[config.mk]
export PLATFORM = sky130hd
export DESIGN_NAME = fma_special
export DESIGN_NICKNAME = d
export VERILOG_FILES = /design/src/rtl/fma_special.sv
export SDC_FILE = /design/constraint.sdc
export NUM_CORES = 1
export LEC_CHECK = 0
export ABC_AREA = 1
export BUFFER_PORTS_ARGS = -buffer_cell sky130_fd_sc_hd__buf_2
export CORE_AREA = 2 2 134 136
export DETAILED_ROUTE_END_ITERATION = 8
export DIE_AREA = 0 0 136 138
export PLACE_DENSITY_LB_ADDON = 0.08
export SYNTH_ARGS = -nofsm -noshare
export SYNTH_HDL_FRONTEND = slang
export SYNTH_SLANG_ARGS = --single-unit
[constraint.sdc]
create_clock -name clk -period 1.4 [get_ports clk]
set_input_delay 0 -clock clk [delete_from_list [all_inputs] [get_ports clk]]
set_output_delay 0 -clock clk [all_outputs]
set_load 0.005 [all_outputs]
[src/rtl/fma_special.sv]
module fma_special #(
  parameter logic [63:0] DEF_NAN = 64'h7FF8_0000_0000_0000
) (
  input  logic        clk,
  input  logic        rst_n,
  input  logic        op_valid,
  input  logic [4:0]  op_xo,
  input  logic        op_rec,
  input  logic [1:0]  exc_en,
  input  logic [63:0] a,
  input  logic [63:0] b,
  input  logic [63:0] c,
  input  logic        fin_valid,
  input  logic [63:0] fin_res,
  input  logic        fin_ox,
  input  logic        flag_clr,
  output logic        res_valid,
  output logic [63:0] res,
  output logic        illegal,
  output logic        inv_zmi,
  output logic        inv_inf_sub,
  output logic        inv_snan,
  output logic        ovf,
  output logic        exc_sum,
  output logic        en_sum,
  output logic        inv_any,
  output logic        rec_valid,
  output logic [3:0]  rec_img
);

  function automatic logic is_nan(input logic [63:0] x);
    return (&x[62:52]) && (|x[51:0]);
  endfunction
  function automatic logic is_inf(input logic [63:0] x);
    return (&x[62:52]) && !(|x[51:0]);
  endfunction
  function automatic logic is_zero(input logic [63:0] x);
    return !(|x[62:0]);
  endfunction

  wire legal  = (op_xo[4:2] == 3'b111);
  wire do_sub = ~op_xo[0];
  wire do_neg = op_xo[1];

  wire a_nan = is_nan(a), b_nan = is_nan(b), c_nan = is_nan(c);
  wire a_inf = is_inf(a), b_inf = is_inf(b), c_inf = is_inf(c);
  wire any_nan = a_nan | b_nan | c_nan;
  wire any_snan = (a_nan & ~a[51]) | (b_nan & ~b[51]) | (c_nan & ~c[51]);
  wire zmi = (is_zero(a) & c_inf) | (a_inf & is_zero(c));
  wire p_inf = (a_inf | c_inf) & ~zmi & ~a_nan & ~c_nan;
  wire p_sgn = a[63] ^ c[63];
  wire b_sgn = b[63] ^ do_sub;
  wire isi = p_inf & b_inf & (p_sgn != b_sgn);
  wire special = any_nan | zmi | a_inf | c_inf | b_inf;

  logic [63:0] res_n;
  always_comb begin
    if (a_nan)        res_n = a | 64'h0008_0000_0000_0000;
    else if (b_nan)   res_n = b | 64'h0008_0000_0000_0000;
    else if (c_nan)   res_n = c | 64'h0008_0000_0000_0000;
    else if (zmi | isi) res_n = DEF_NAN;
    else if (p_inf)   res_n = {p_sgn ^ do_neg, 11'h7FF, 52'd0};
    else if (b_inf)   res_n = {b_sgn ^ do_neg, 11'h7FF, 52'd0};
    else              res_n = {fin_res[63] ^ do_neg, fin_res[62:0]};
  end

  wire fire = op_valid & legal & (special | fin_valid);

  wire [3:0] cur  = {inv_zmi, inv_inf_sub, inv_snan, ovf};
  wire [3:0] base = flag_clr ? 4'b0 : cur;
  wire [3:0] raised = fire ? {zmi, isi, any_snan, fin_ox & ~special} : 4'b0;
  wire [3:0] nxt  = base | raised;
  wire fx_n  = (exc_sum & ~flag_clr) | (|(raised & ~base));
  wire vx_n  = |nxt[3:1];
  wire fex_n = (vx_n & exc_en[1]) | (nxt[0] & exc_en[0]);

  assign inv_any = inv_zmi | inv_inf_sub | inv_snan;
  assign en_sum  = (inv_any & exc_en[1]) | (ovf & exc_en[0]);

  always_ff @(posedge clk) begin
    if (!rst_n) begin
      res_valid <= 1'b0;
      res       <= 64'd0;
      illegal   <= 1'b0;
      {inv_zmi, inv_inf_sub, inv_snan, ovf} <= 4'b0;
      exc_sum   <= 1'b0;
      rec_valid <= 1'b0;
      rec_img   <= 4'b0;
    end else begin
      res_valid <= fire;
      illegal   <= op_valid & ~legal;
      rec_valid <= fire & op_rec;
      if (fire) res <= res_n;
      {inv_zmi, inv_inf_sub, inv_snan, ovf} <= nxt;
      exc_sum   <= fx_n;
      if (fire & op_rec) rec_img <= {fx_n, fex_n, vx_n, nxt[0]};
    end
  end

endmodule

==> results_dict.tcl, run 1 <==
set metrics [dict create \
    drc 0 \
    fin_ws_ns -0.256 \
    final_cell_mix "262 x buf_2, 181 x nand2_1, 137 x buf_4" \
    reg2regPathDepth 7 \
    drt-vias-per-instance 5.09 \
    vdd_drop_max_v 0.000550 \
    crit_type "in2reg" \
    grt_overflow 0 \
    hold_viol 0 \
    grt_pass1_vias 8132 \
    drv_cap 0 \
    grt_usage_pct 28.0 \
    fin_crit_sh_pct 118 \
    wl_per_cell_um 16.9 \
    power_density_nw_per_um2 540 \
    status "complete, but fails checks" \
    crit_start "a[38]" \
    fmax_ghz 0.604 \
    numCtsBuffers 9 \
    path_buf_inv 5 \
    rsz0062_at_grt "yes" \
    utilization_pct 68.1 \
    ys_types 40 \
    die_h_um 138 \
    violations "negative setup slack" \
    grt_antenna_before_repair 0 \
    cts_root_buf "clkbuf_16" \
    dieArea_um2 18800 \
    htree_levels 3 \
    place_ws_ns -0.728 \
    drtAntennaViolNets 0 \
    routed_wl_um 28400 \
    gp_congestion 0.865 \
    yosysSeqAreaShare_pct 26.8 \
    final_area_um2 11900 \
    synth_edf_count 0 \
    start_util_pct 32.4 \
    clock_insertion_delay_worst_skew_ns 0.34 \
    vias 8538 \
    synth.area.top_cells "dfxtp_1 27%, nand2_1 15%, nor2_1 9.1%, nand3_1 7.9%, o211ai_1 5.8%" \
    synth.avg_cell_area_um2 6.20 \
    cts.sink_count 76 \
    setup_viol 65 \
    final_nets 1716 \
    path_max_fanout 6 \
    synth-main-ff-cell "dfxtp_1" \
    dp_hpwl_um 19700 \
    instances_no_fill 1679 \
    coreArea_um2 17500 \
    dr.pass1.iters 5 \
    grt_pass1_wl_um 41500 \
    critical_path_cell_count 18 \
    area_growth_pct 110 \
    leakagePower_nw 5.71 \
    syn_area_um2 5680 \
    r2r_end "rec_img[3]$_SDFFE_PN0P_" \
    dpl-instance-area_um2 8970 \
    max_stage_delay_ns 0.19 \
    crit_arrival_ns 1.92 \
    drtIter0Drc 372 \
    grt_max_degree 42 \
    port_buffers 347 \
    async_flop_share_pct 0 \
    mostFrequentLayoutCell "buf_2" \
    r2r-start "ovf$_SDFF_PN0_" \
    start_kind "input pin" \
    synth_cells 916 \
    placed_cells 1585 \
    finalMaxSlewViolations 0 \
    hp-class "in2reg" \
    die_w_um 136 \
    ys_seq_elements 76 \
    worstPathRequired_ns 1.67 \
    cpMaxStageDelayCell "a31oi_1" \
    n_fill_cell 1519 \
    yosysWarnings 0 \
    worstPathCellList "buf_6 > nor2_2 > nand2_2 > nor2_4 > nand2_2 > nor2_4 > nand2_4 > inv_4 > nand3_4 > nand3_4 > nand2_8 > buf_12 > clkinv_8 > clkbuf_16 > nand3_2 > nand3_2 > o211ai_1 > a31oi_1" \
    syn-num-nets 1186 \
    skew_ns 0.00725 \
    max_slew_margin_pct 62.6 \
    cts_tree "done" \
    tightest_slew_ns 0.560 \
    yosys.area.top_type "dfxtp_1" \
    rows 49 \
    io_pins 348 \
    endpoint "res[11]$_SDFFE_PN0N_" \
    antennaDiodeCount 0 \
    critPathCaptureType "register" \
    critical_path.top_delay_family "simple AND/OR/NAND/NOR gates" \
    fin_crit_ns 1.66 \
    clkSlewWorstSetupHoldPaths_ns 0.06 \
    power_mw 6.44 \
    synth_top_area_share_pct 26.8 \
    clock_path_buffers 2 \
    layout-drive-gt1-share_pct 58.0 \
    r2r_setup_slack_ns 0.26 \
]
## state kept, by name, summed over array words and instances (netlist names)
name,cells
inv_inf_sub,1
inv_zmi,1
res,64
res_valid,1
rec_img,4
inv_snan,1
illegal,1
rec_valid,1
ovf,1
exc_sum,1
## cells by family (layout without fill, tap and decap cells)
family | after synthesis | in the layout | share of synthesized area [%]
simple gates | 517 | 517 | 41.2
buf+inv | 112 | 646 | 9.01
xor+xnor | 2 | 2 | 0.308
flops | 76 | 76 | 26.8
compound gates | 209 | 209 | 22.7
## what timing repair did
item,in CTS,in global routing
endpoints found under the hold margin,33,1
setup buffers,15,13
hold buffers,43,1
endpoints found under the setup margin,73,73
cloned,6,5
pin swaps,62,106
resized for setup,130,289
## Yosys cell counts, types with 4 or more instances
cell and n:
a21oi_1 35, a21oi_2 4, a31oi_1 39, buf_2 15
buf_6 5, clkbuf_1 34, dfxtp_1 76, inv_1 38
inv_2 12, nand2_1 230, nand3_1 90, nand3_2 21
nand3b_1 12, nand4_1 5, nor2_1 138, nor2_2 4
o211ai_1 44, o211ai_2 4, o21ai_0 55, o21ai_1 16
o21bai_1 6
## tightest hold or removal path, stage by stage
cell and delay [ns]:
buf_2 0.09, o211ai_1 0.09, a31oi_1 0.12
## metrics by stage
step | hold WS, ns | TNS, ns
floorplan | 0.108 | -6.44
global route | 0.00823 | -18.89
detailed placement | 0.266 | -48.02
finish | 0.000978 | -11.82
global placement | 0.264 | -45.92
CTS | 0.000884 | -8.87
## worst min path at each step
stage | slack (ns) | start | to | depth (start not counted)
final | 0.001 | b[40] | res[40]$_SDFFE_PN0N_ | 3
after global placement | 0.26 | op_valid | illegal$_SDFF_PN0_ | 3
after detailed placement | 0.27 | op_valid | illegal$_SDFF_PN0_ | 3
after floorplan | 0.11 | exc_en[1] | en_sum | 2
after global routing | 0.008 | b[40] | res[40]$_SDFFE_PN0N_ | 3
after CTS | 0.0009 | b[1] | res[1]$_SDFFE_PN0N_ | 3
## final cells by class
type	count	area, µm²	area share, %
Clock inverter	6	90.1	0.755
Inverter	54	230	1.93
Timing Repair inverter	1	16.3	0.136
Timing Repair Buffer	576	4630	38.7
Tap cell	229	287	2.40
Sequential cell	76	1520	12.7
Clock buffer	9	225	1.89
Multi-Input combinational cell	728	4940	41.4
## per-layer routing
layer / global-route usage (%) / vias up / wire [µm]
li1: - / 4176 / -
met1: 34.4 / 3941 / 11200
met2: 49.6 / 371 / 14500
met3: 5.10 / 50 / 2040
met4: 7.68 / 0 / 638
met5: 0 / - / 0
## power by group
group | internal, mW | switching, mW
combinational | 0.935 | 0.685
clock | 1.56 | 1.05
sequential | 2.20 | 0.0190
total | 4.69 | 1.75
(Power assumes the default switching activity.)
==> run 2: changes to the inputs <==
--- a/config.mk
+++ b/config.mk
@@ -11,6 +11,7 @@
 export DETAILED_ROUTE_END_ITERATION = 8
 export DIE_AREA = 0 0 136 138
 export PLACE_DENSITY_LB_ADDON = 0.08
+export SKIP_CTS_REPAIR_TIMING = 1
 export SYNTH_ARGS = -nofsm -noshare
 export SYNTH_HDL_FRONTEND = slang
 export SYNTH_SLANG_ARGS = --single-unit
==> run 2 against run 1 <==
The run ends with negative hold slack, negative setup slack left. Combinational power decreased by 15%. Die area unchanged. Routed wire length decreased by 5.9%. Largest power group unchanged. Cell area decreased by 10%. Setup slack improved by 0.069 ns. Non-clock buffer count decreased by 44. Flip-flop and latch count unchanged. Sequential power about the same. Via count decreased by 3.4%. Global-route usage decreased by 2.5 points. Sequential share of layout area increased by 1.4 points. First-iteration DRC count increased by 4.3%.
==> results_dict.tcl, run 2 (same netlist as run 1, synthesis figures left out) <==
set metrics [dict create \
    hold_start "a[17]" \
    htree_levels 3 \
    power_frac_comb_pct 22.2 \
    vdd_drop_max_v 0.000534 \
    fin_crit_ns 1.59 \
    max_slew_margin_pct 61.2 \
    critPathCaptureType "register" \
    port_buffers 347 \
    hold_end "res[17]$_SDFFE_PN0N_" \
    wl_per_cell_um 16.4 \
    cts.sink_count 76 \
    skew_ns 0.00674 \
    top_register "res" \
    start_util_pct 32.4 \
    power_frac_clock_pct 41.9 \
    dieArea_um2 18800 \
    grt_antenna_before_repair 1 \
    drtAntennaViolNets 0 \
    crit_type "in2reg" \
    start_kind "input pin" \
    cts_tree "done" \
    vias 8244 \
    worstPathCellList "buf_2 > nor2_2 > nand2_2 > nor2_4 > nand2_4 > nor2_4 > nand2_4 > nand2_4 > nand2_4 > inv_4 > nand3_4 > nand2_8 > clkinv_16 > clkbuf_16 > nand3_2 > o211ai_2 > o211ai_1 > a21oi_1" \
    internal_power_mw 4.52 \
    fmax_ghz 0.630 \
    grt_pass1_wl_um 37800 \
    cpMaxStageDelayCell "clkbuf_16" \
    hp-class "in2reg" \
    cpMostUsedCell "nand2_4" \
    leakagePower_nw 5.28 \
    dp_hpwl_um 19700 \
    drc 0 \
    fin_crit_sh_pct 113 \
    reg2regPathDepth 8 \
    final_area_um2 10700 \
    final_nets 1672 \
    place_ws_ns -0.728 \
    routed_wl_um 26800 \
    pwr-share-seq_pct 36.0 \
    hold_viol 3 \
    clock_insertion_delay_worst_skew_ns 0.34 \
    grt_overflow 0 \
    rows 49 \
    die_w_um 136 \
    largest_reg_flops 64 \
    gp_congestion 0.865 \
    r2r-start "inv_zmi$_SDFF_PN0_" \
    power_mw 6.17 \
    clkSlewWorstSetupHoldPaths_ns 0.06 \
    r2r_end "rec_img[2]$_SDFFE_PN0P_" \
    area_growth_pct 89.0 \
    clock_path_buffers 2 \
    path_max_fanout 6 \
    final_cell_mix "322 x buf_2, 203 x nand2_1, 124 x buf_4" \
    status "complete, but fails checks" \
    r2r_setup_slack_ns 0.27 \
    numCtsBuffers 9 \
    io_pins 348 \
    setup_viol 66 \
    grt_usage_pct 25.5 \
    worstPathRequired_ns 1.62 \
    utilization_pct 61.2 \
    coreArea_um2 17500 \
    worstHoldPathCells 3 \
    power_switching_mw 1.65 \
    n_fill_cell 1668 \
    top_regs "res x64, rec_img x4" \
    cts_root_buf "clkbuf_16" \
    dpl-instance-area_um2 8970 \
    critical_path.top_delay_family "simple AND/OR/NAND/NOR gates" \
    die_h_um 138 \
    crit_arrival_ns 1.81 \
    fin_ws_ns -0.187 \
    finalMaxSlewViolations 0 \
    whs_ns -0.00712 \
    rsz0062_at_grt "yes" \
    drt-vias-per-instance 5.04 \
    path_buf_inv 4 \
    violations "negative hold slack, negative setup slack" \
    power_density_nw_per_um2 575 \
    p_sw_share_pct 26.8 \
    layout-drive-gt1-share_pct 53.9 \
    max_stage_delay_ns 0.17 \
    grt_pass1_vias 7419 \
    grt_max_degree 42 \
    mostFrequentLayoutCell "buf_2" \
    dr.pass1.iters 4 \
    drtIter0Drc 388 \
    tightest_slew_ns 0.581 \
    drv_cap 0 \
]
run 2: power by group through the flow:
stage                     Sequential, mW  Combinational (mW)  Clock [mW]
final                               2.22                1.37        2.58
after global routing                2.22                1.49        2.74
after CTS                           2.22                1.14        2.62
after detailed placement            2.27                1.14           0
after global placement              2.27                1.14           0
after floorplan                     2.27               0.361           0
run 2: how the worst max path moves through the flow:
stage	start	to	cells past startpoint
after global placement	c[23]	res[36]$_SDFFE_PN0N_	17
final	a[13]	res[34]$_SDFFE_PN0N_	18
after floorplan	c[48]	res[57]$_SDFFE_PN0N_	14
after detailed placement	c[17]	res[28]$_SDFFE_PN0N_	19
after global routing	a[17]	res[59]$_SDFFE_PN0N_	16
after CTS	c[23]	res[44]$_SDFFE_PN0N_	17
run 2: layout make-up:
cell class                      instances  area [µm²]  share of cell area, %
Clock inverter                          6        90.1                  0.839
Timing Repair inverter                  1        16.3                  0.151
Tap cell                              229         287                   2.67
Sequential cell                        76        1520                   14.2
Antenna cell                            1        2.50                 0.0233
Timing Repair Buffer                  532        3750                   34.9
Inverter                               54         236                   2.20
Clock buffer                            9         225                   2.10
Multi-Input combinational cell        728        4610                   42.9
run 2: worst register-to-register path, stage by stage, from the launching register on:
cell and delay, ns:
dfxtp_1 0.32, inv_1 0.05, nor2_1 0.18, inv_1 0.08, o21ai_2 0.05, inv_1 0.06, nand4_1 0.12, nand3_1 0.10
a21oi_2 0.12
run 2: per-stage QoR:
| step | cells | hold WS [ns] | TNS (ns) |
|---|---|---|---|
| 3_5_place_dp | 1585 | 0.266 | -48.02 |
| 2_1_floorplan | 916 | 0.108 | -6.44 |
| 4_1_cts | 1600 | -0.0902 | -21.18 |
| 5_1_grt | 1636 | -0.0121 | -18.95 |
| 3_3_place_gp | 1585 | 0.264 | -45.92 |
| 6_report | 1636 | -0.00712 | -8.07 |
run 2: per-layer routing:
layer	global-route usage [%]	part of all wire, %
met5	0	0
met2	44.4	50
met4	6.85	2.0
met3	4.80	6.8
met1	32.0	41
==> run 3: changes to the inputs <==
--- a/config.mk
+++ b/config.mk
@@ -10,7 +10,7 @@
 export CORE_AREA = 2 2 134 136
 export DETAILED_ROUTE_END_ITERATION = 8
 export DIE_AREA = 0 0 136 138
-export PLACE_DENSITY_LB_ADDON = 0.08
+export PLACE_DENSITY = 0.66
 export SKIP_CTS_REPAIR_TIMING = 1
 export SYNTH_ARGS = -nofsm -noshare
 export SYNTH_HDL_FRONTEND = slang
==> constraint.sdc (replaced) <==
create_clock -name clk -period 1.4 [get_ports clk]
set_input_delay 0 -clock clk [delete_from_list [all_inputs] [get_ports clk]]
set_output_delay 0 -clock clk [all_outputs]
set_load 0.02 [all_outputs]
==> run 3 against run 2 <==
The run still ends with negative hold slack, negative setup slack left. Non-clock buffer count decreased by 1. Critical path depth fell by 1. Critical endpoint is now res[59]$_SDFFE_PN0N_. Cell count up 0.24%. Routed wire length up 8.4%. Hold slack worse by 0.025 ns. Via count rose by 3.5%. Clock power is 2% higher. Clock skew is 0.0026 ns lower. Count of clock-buffer cells in the layout unchanged. Global-route usage up 0.33 points. Largest cell class unchanged. First-iteration DRC count grew 23%. Setup slack got worse by 0.079 ns.
==> results_dict.tcl, run 3 (same netlist as run 1, synthesis figures left out) <==
set metrics [dict create \
    status "complete, but fails checks" \
    violations "negative hold slack, negative setup slack" \
    dp_hpwl_um 19800 \
    reg2regPathDepth 6 \
    grt_antenna_before_repair 4 \
    cts_tree "done" \
    dr.pass1.iters 5 \
    die_h_um 138 \
    pwr-share-seq_pct 34.7 \
    start_util_pct 32.4 \
    hold_viol 7 \
    gp_congestion 0.973 \
    layout-drive-gt1-share_pct 55.8 \
    clock_path_buffers 2 \
    grt_max_degree 52 \
    worstPathRequired_ns 1.62 \
    critical_path.top_delay_family "simple AND/OR/NAND/NOR gates" \
    grt_overflow 0 \
    drtAntennaViolNets 0 \
    cts.sink_count 76 \
    numCtsBuffers 9 \
    mostFrequentLayoutCell "buf_2" \
    grt_pass1_wl_um 38300 \
    max_slew_margin_pct 64.5 \
    crit_arrival_ns 1.88 \
    rsz0062_at_grt "yes" \
    internal_power_mw 4.62 \
    skew_ns 0.00417 \
    vias 8530 \
    power_frac_comb_pct 24.1 \
    finalMaxSlewViolations 0 \
    p_sw_share_pct 27.8 \
    cts_root_buf "clkbuf_16" \
    crit_type "in2reg" \
    fmax_ghz 0.600 \
    cpMaxStageDelayCell "nor2_4" \
    drtIter0Drc 476 \
    clkSlewWorstSetupHoldPaths_ns 0.07 \
    largest_reg_flops 64 \
    port_buffers 347 \
    power_switching_mw 1.78 \
    grt_usage_pct 25.8 \
    fin_crit_ns 1.67 \
    critPathCaptureType "register" \
    worstHoldPathCells 3 \
    r2r_end "rec_img[2]$_SDFFE_PN0P_" \
    drc 0 \
    top_regs "res x64, rec_img x4" \
    path_max_fanout 10 \
    hold_start "b[37]" \
    max_stage_delay_ns 0.15 \
    r2r-start "inv_snan$_SDFF_PN0_" \
    setup_viol 67 \
    wl_per_cell_um 17.7 \
    path_buf_inv 4 \
    final_nets 1673 \
    grt_pass1_vias 7508 \
    power_mw 6.40 \
    rows 49 \
    start_kind "input pin" \
    final_cell_mix "284 x buf_2, 187 x nand2_1, 126 x buf_4" \
    tightest_slew_ns 0.531 \
    routed_wl_um 29000 \
    io_pins 348 \
    power_frac_clock_pct 41.2 \
    drt-vias-per-instance 5.20 \
    whs_ns -0.0326 \
    top_register "res" \
    power_density_nw_per_um2 579 \
    area_growth_pct 94.6 \
    tns_ns -10.72 \
    utilization_pct 63.1 \
    die_w_um 136 \
    coreArea_um2 17500 \
    dieArea_um2 18800 \
    vdd_drop_max_v 0.000563 \
    r2r_setup_slack_ns 0.24 \
    fin_ws_ns -0.266 \
    hold_end "res[37]$_SDFFE_PN0N_" \
    fin_crit_sh_pct 119 \
    leakagePower_nw 5.32 \
    clock_insertion_delay_worst_skew_ns 0.35 \
    critical_path_cell_count 17 \
    worstPathCellList "buf_6 > nor2_2 > nand2_2 > nor2_2 > nand2_2 > nor2_4 > nand2_4 > inv_4 > nand3_4 > nand3_4 > nand2_8 > buf_6 > nor3_4 > buf_12 > nand3b_1 > o21ai_1 > a21oi_1" \
    drv_cap 0 \
    place_ws_ns -0.812 \
    hp-class "in2reg" \
    htree_levels 3 \
    n_fill_cell 1576 \
]
run 3: changes by cell type in the layout (fill, tap and decap cells not counted), moves of 11 or more:
cell     before  now
buf_6        31   76
buf_2       322  284
nor2_1       86   61
nor2_4       21   40
nand2_2      21   38
nand2_1     203  187
nand3_1      17   32
buf_12       20    9
nand3_2      76   65
run 3: layer usage:
metal | part of all wire (%) | global-route usage [%] | wire length [µm] | up-vias
met3 | 7.5 | 5.10 | 2170 | 90
met4 | 4.2 | 11.5 | 1230 | 2
met5 | 0.045 | 0 | 13 | -
met2 | 49 | 42.3 | 14200 | 428
met1 | 39 | 32.6 | 11400 | 3910
li1 | - | - | - | 4100
run 3: area by class of cell:
class | count | area (µm²) | share of cell area, %
Tap cell | 229 | 287 | 2.59
Timing Repair Buffer | 531 | 3930 | 35.6
Antenna cell | 3 | 7.51 | 0.0679
Sequential cell | 76 | 1520 | 13.8
Clock inverter | 7 | 100 | 0.905
Timing Repair inverter | 3 | 66.3 | 0.600
Clock buffer | 9 | 225 | 2.04
Inverter | 54 | 239 | 2.16
Multi-Input combinational cell | 728 | 4680 | 42.3
run 3: metrics by stage:
step | area, µm² | hold slack [ns] | instances
2_1_floorplan | 5920 | 0.126 | 916
3_3_place_gp | 8790 | 0.247 | 1578
3_5_place_dp | 8790 | 0.259 | 1578
4_1_cts | 9120 | -0.107 | 1594
5_1_grt | 11100 | 0.0132 | 1640
6_report | 11100 | -0.0326 | 1640
run 3: how the worst max path moves through the flow:
stage	startpoint	to	slack, ns
3_5_place_dp	a[4]	res[32]$_SDFFE_PN0N_	-0.81
2_1_floorplan	c[48]	res[57]$_SDFFE_PN0N_	-0.12
3_3_place_gp	a[4]	res[44]$_SDFFE_PN0N_	-0.75
6_report	a[2]	res[59]$_SDFFE_PN0N_	-0.27
4_1_cts	a[4]	res[32]$_SDFFE_PN0N_	-0.44
5_1_grt	a[38]	res[59]$_SDFFE_PN0N_	-0.36
run 3: power by group through the flow:
stage | clock network, mW | registers, mW | logic (mW)
after global routing | 2.76 | 2.22 | 1.66
after detailed placement | 0 | 2.27 | 1.19
final | 2.63 | 2.22 | 1.54
after global placement | 0 | 2.27 | 1.18
after CTS | 2.66 | 2.22 | 1.20
after floorplan | 0 | 2.31 | 0.361
run 3: tightest hold or removal path: stages:
cell,delay [ns]
buf_6,0.07
o211ai_1,0.09
a31oi_1,0.12
